$ cat src/rtl/ext_irq_sense.sv
module ext_irq_sense #(
  parameter int NUM_LINES = 16,
  parameter int AW        = 8,
  parameter int DW        = 32
) (
  input  logic                 clk,
  input  logic                 rst_n,
  input  logic [NUM_LINES-1:0] line_in,
  input  logic                 nmi_in,
  input  logic                 reg_we,
  input  logic [AW-1:0]        reg_addr,
  input  logic [DW-1:0]        reg_wdata,
  output logic [DW-1:0]        reg_rdata,
  output logic [NUM_LINES-1:0] irq_out,
  output logic                 nmi_out
);
  localparam int MW = 2 * NUM_LINES;
  localparam logic [AW-1:0] A_NSTAT = AW'(8'h00);
  localparam logic [AW-1:0] A_NCLR  = AW'(8'h04);
  localparam logic [AW-1:0] A_NSEL  = AW'(8'h08);
  localparam logic [AW-1:0] A_LSTAT = AW'(8'h10);
  localparam logic [AW-1:0] A_LCLR  = AW'(8'h14);
  localparam logic [AW-1:0] A_LMODE = AW'(8'h18);

  logic [NUM_LINES-1:0] ln_s1, ln_s2, ln_s3, flag, hit, clr;
  logic [MW-1:0]        mode;
  logic                 nmi_s1, nmi_s2, nmi_s3, nmi_flag, nmi_sel;

  wire wr_lclr  = reg_we && (reg_addr == A_LCLR);
  wire wr_mode  = reg_we && (reg_addr == A_LMODE);
  wire wr_nclr  = reg_we && (reg_addr == A_NCLR) && reg_wdata[0];
  wire wr_nsel  = reg_we && (reg_addr == A_NSEL);
  wire nmi_hit  = nmi_sel ? (!nmi_s3 && nmi_s2) : (nmi_s3 && !nmi_s2);

  always_ff @(posedge clk or negedge rst_n) begin
    if (!rst_n) begin
      ln_s1   <= '1;
      ln_s2   <= '1;
      ln_s3   <= '1;
      nmi_s1  <= 1'b1;
      nmi_s2  <= 1'b1;
      nmi_s3  <= 1'b1;
    end else begin
      ln_s1   <= line_in;
      ln_s2   <= ln_s1;
      ln_s3   <= ln_s2;
      nmi_s1  <= nmi_in;
      nmi_s2  <= nmi_s1;
      nmi_s3  <= nmi_s2;
    end
  end

  always_ff @(posedge clk or negedge rst_n) begin
    if (!rst_n) begin
      mode    <= '0;
      nmi_sel <= 1'b0;
    end else begin
      if (wr_mode) mode <= reg_wdata[MW-1:0];
      if (wr_nsel) nmi_sel <= reg_wdata[0];
    end
  end

  genvar gi;
  generate
    for (gi = 0; gi < NUM_LINES; gi++) begin : g_line
      wire [1:0] m    = mode[2*gi +: 2];
      wire       fell = ln_s3[gi] && !ln_s2[gi];
      wire       rose = !ln_s3[gi] && ln_s2[gi];
      assign hit[gi] = (m == 2'd1 && fell) || (m == 2'd2 && rose) ||
                       (m == 2'd3 && (fell || rose));
      assign clr[gi] = wr_lclr && reg_wdata[gi];

      p_clear_edge_r8: assert property (@(posedge clk) disable iff (!rst_n)
        (m != 2'd0 && clr[gi] && !hit[gi]) |=> !flag[gi]);
      p_set_wins_r9: assert property (@(posedge clk) disable iff (!rst_n)
        (m != 2'd0 && hit[gi]) |=> flag[gi]);
      p_level_follow_r6: assert property (@(posedge clk) disable iff (!rst_n)
        (m == 2'd0) |=> (flag[gi] == !$past(ln_s2[gi])));
      p_edge_hold_r14: assert property (@(posedge clk) disable iff (!rst_n)
        (m != 2'd0 && !hit[gi] && !clr[gi]) |=> $stable(flag[gi]));
    end
  endgenerate

  always_ff @(posedge clk or negedge rst_n) begin
    if (!rst_n) begin
      flag <= '0;
    end else begin
      for (int i = 0; i < NUM_LINES; i++) begin
        if (mode[2*i +: 2] == 2'd0) flag[i] <= !ln_s2[i];
        else                        flag[i] <= hit[i] || (flag[i] && !clr[i]);
      end
    end
  end

  always_ff @(posedge clk or negedge rst_n) begin
    if (!rst_n) nmi_flag <= 1'b0;
    else        nmi_flag <= nmi_hit || (nmi_flag && !wr_nclr);
  end

  p_nmi_cause_r10: assert property (@(posedge clk) disable iff (!rst_n)
    $rose(nmi_flag) |-> $past(nmi_hit));
  p_nmi_clear_r11: assert property (@(posedge clk) disable iff (!rst_n)
    (wr_nclr && !nmi_hit) |=> !nmi_flag);

  assign irq_out = flag;
  assign nmi_out = nmi_flag;

  always_comb begin
    reg_rdata = '0;
    case (reg_addr)
      A_NSTAT: reg_rdata[0] = nmi_flag;
      A_NSEL:  reg_rdata[0] = nmi_sel;
      A_LSTAT: reg_rdata[NUM_LINES-1:0] = flag;
      A_LMODE: reg_rdata[MW-1:0] = mode;
      default: reg_rdata = '0;
    endcase
  end
endmodule

$ cat config.mk
export PLATFORM = sky130hd
export DESIGN_NAME = ext_irq_sense
export DESIGN_NICKNAME = d
export VERILOG_FILES = /design/src/rtl/ext_irq_sense.sv
export SDC_FILE = /design/constraint.sdc
export NUM_CORES = 1
export LEC_CHECK = 0
export ABC_AREA = 1
export BUFFER_PORTS_ARGS = -buffer_cell sky130_fd_sc_hd__buf_2
export CAP_MARGIN = 30
export CORE_ASPECT_RATIO = 0.5
export CORE_MARGIN = 2
export CORE_UTILIZATION = 45
export CTS_BUF_LIST = sky130_fd_sc_hd__clkbuf_4
export DETAILED_ROUTE_END_ITERATION = 8
export PLACE_DENSITY = 0.78
export SYNTH_ARGS = -nofsm -noshare
export SYNTH_HDL_FRONTEND = slang
export SYNTH_SLANG_ARGS = --single-unit
$ cat constraint.sdc
create_clock -name clk -period 1.3 [get_ports clk]
set_input_delay 0.065 -clock clk [delete_from_list [all_inputs] [get_ports clk]]
set_output_delay 0.065 -clock clk [all_outputs]
set_load 0.005 [all_outputs]
==> flow_summary.json <==
{
  "cts_buffer_depth": 2,
  "crit_path_end_kind": "flop",
  "synth.area.mux_share": 0,
  "synth_cell_types": 22,
  "synth_top_flop_cell": "dfstp_2",
  "peakVddDrop_mv": 0.465,
  "finalNonFillerCells": 865,
  "die_y_um": 75.4,
  "post-synth-top-count-cell": "nand2_1",
  "cap_violations": 0,
  "outcome": "complete, but fails checks",
  "synth_edf_count": 0,
  "critPathLaunchType": "flop",
  "grt.total_usage": 0.206,
  "die_width_um": 147,
  "diodes": 0,
  "netlist_top_cells_area": "dfstp_2 (29%), dfrtp_1 (27%), ha_1 (8.7%), a21oi_1 (6.9%), nand2_1 (6.7%)",
  "root_buffer": "clkbuf_4",
  "drv_slew": 0,
  "drtIter0Drc": 229,
  "cts_sinks": 101,
  "clk_pin_slew_ns": 0.15,
  "htreeDepth": 3,
  "place_inst": 739,
  "clk_latency_ns": 0.46,
  "dr.pass1.iters": 5,
  "synth-simple-area-share": 0.153,
  "seq_area_frac_synth": 0.565,
  "row_count": 25,
  "drtAntennaViolNets": 0,
  "worstMarginPinSlew_ns": 0.531,
  "area_growth_pct": 48.6,
  "hold_viol": 0,
  "pwr_density_cell_nw_per_um2": 878,
  "antenna_found_initial": 0,
  "cts_tree": "yes",
  "finalNetCount": 817,
  "grt_pass1_vias": 3875,
  "async_flop_share": 1.00,
  "crit_required_ns": 1.68,
  "synth_compound_area_frac": 0.117,
  "port-buffer-count": 108,
  "avgViaCountPerCell": 4.87,
  "postSynthCellCount": 493,
  "place_congestion": 0.793,
  "hold_path_class": "input port to flop",
  "synth_top_area_frac": 0.292,
  "rsz0062_at_grt": "true",
  "synthXorXnorAreaFrac": 0,
  "timing.final.crit_share": 1.10,
  "synth_common_cells": "nand2_1 (82), inv_1 (71), a21oi_1 (63)",
  "failed_checks": "negative setup slack",
  "path_common_cell": "o21ai_1",
  "critPathArrivalTime_ns": 1.81,
  "synth_area_per_cell_um2": 9.31,
  "synth_nets": 585,
  "final_util": 0.705,
  "drive_above_1_share": 0.467,
  "crit_chain": "buf_12 -> ha_4 -> o21ai_1 -> o21ai_1 -> a21oi_1",
  "dieArea_um2": 11100,
  "power.leakage_nw": 3.34,
  "wl_per_cell_um": 14.5,
  "path_class": "flop to flop",
  "synth_top_area_cell": "dfstp_2",
  "yosysWarnings": 0,
  "fillers": 673,
  "period_needed_ns": 1.43,
  "cp_slowest_cell": "dfstp_2",
  "max_stage_delay_ns": 0.58,
  "ios": 109,
  "timing.fmax_mhz": 699,
  "cp_max_fo": 2,
  "drc": 0,
  "dp_hpwl_um": 6900,
  "setup_slack_ns": -0.131,
  "netlist_area_um2": 4590,
  "grt_max_degree": 102,
  "start_util": 0.475,
  "vias": 4212,
  "finalWirelength_um": 12600,
  "synth_seq_cells": 101,
  "overflow": 0,
  "numCtsBuffers": 9,
  "core_um2": 9670,
  "grt_pass1_wl_um": 17700,
  "synth_adder_area_share": 0.0873,
  "skew_ns": 0.0104,
  "relSlewSlack": 0.646,
  "synth_top_family_by_area": "simple AND/OR/NAND/NOR gates",
  "setup_viol": 5
}
-- stage by stage --
step                      cell area (um^2)  hold WS, ns  total power [mW]  setup WS [ns]  setup TNS, ns
after floorplan                       4590       -0.231              3.68         0.0651              0
after global placement                5400        0.161              3.93         0.0183              0
after detailed placement              5400        0.168              3.97        -0.0487         -0.217
after CTS                             6220      0.00999              5.79        -0.0212        -0.0343
after global routing                  6820       0.0630              6.28         -0.135         -0.839
final                                 6820       0.0462              5.99         -0.131         -0.176
-- critical path, delay by kind of cell, from the launching register on --
| family | cells | cell delay, ns |
|---|---|---|
| AO/OA/AOI/OAI | 3 | 0.46 |
| flip-flops | 1 | 0.58 |
| buffers and inverters | 1 | 0.10 |
| adder cells (fa/ha/maj) | 1 | 0.20 |
-- cells by family after synthesis --
kind of cell,count (synthesis)
simple gates,169
compound gates,107
flops,101
buf+inv,84
fa+ha+maj,32
-- final timing paths --
kind,cells past startpoint,slack [ns],startpoint,to
min in group asynchronous,3,0.18,rst_n,mode[28]$_DFFE_PN0P_
min reg2reg,0,0.37,ln_s1[10]$_DFF_PN1_,ln_s2[10]$_DFF_PN1_
max reg2reg,5,-0.13,ln_s3[4]$_DFF_PN1_,irq_out[4]$_DFF_PN0_
max in group asynchronous,3,0.69,rst_n,nmi_s2$_DFF_PN1_
max,5,-0.13,ln_s3[4]$_DFF_PN1_,irq_out[4]$_DFF_PN0_
min,4,0.05,reg_addr[2],nmi_out$_DFF_PN0_
-- routing by layer --
metal  vias to the layer above  track usage  share of wire
met2                       161        0.375           0.49
li1                       2046            -              -
met4                         0       0.0647          0.037
met1                      1962        0.249           0.41
met5                         -            0              0
met3                        43       0.0527          0.056
-- state kept, by name (all words and copies together), names as in the netlist --
| name | count |
|---|---|
| nmi_s3 | 1 |
| irq_out | 16 |
| nmi_s1 | 1 |
| ln_s1 | 16 |
| nmi_s2 | 1 |
| ln_s3 | 16 |
| nmi_sel | 1 |
| nmi_out | 1 |
| ln_s2 | 16 |
| mode | 32 |
-- cells in the final DEF, fill, tap and decap left out, drive strengths merged --
cell type	Yosys	layout
a21oi	63	63
bufinv	0	1
inv	72	72
dfrtp	50	50
o21ai	44	44
clkinv	0	3
and2	2	2
nor3	18	18
dlygate4sd3	0	53
nand2	82	82
clkbuf	3	11
nand3	6	6
ha	32	32
nand3b	1	1
buf	9	180
clkinvlp	0	1
nor2	60	60
dfstp	51	51
-- final cells by class --
class | count | area [um^2] | share of cell area
clock buffer | 11 | 82.6 | 0.0121
clock inverter | 5 | 52.6 | 0.00771
inverter | 72 | 270 | 0.0396
multi-input combinational | 308 | 1950 | 0.285
sequential | 101 | 2590 | 0.380
tap | 135 | 169 | 0.0248
timing repair buffer | 233 | 1710 | 0.250
-- timing repair --
| item | in CTS | in global routing |
|---|---|---|
| endpoints found under the setup margin | 30 | 48 |
| hold endpoints to repair | 135 | 0 |
| buffers inserted | 20 | 37 |
| resized for setup | 32 | 101 |
| pin swaps | 9 | 75 |
| hold buffers | 53 | 0 |
-- power breakdown --
group          switching, mW  total, mW  internal, mW
combinational          0.416      0.888         0.472
clock                   1.04       1.66         0.622
sequential            0.0955       3.44          3.34
No activity file was read; power rests on OpenSTA's default activity.
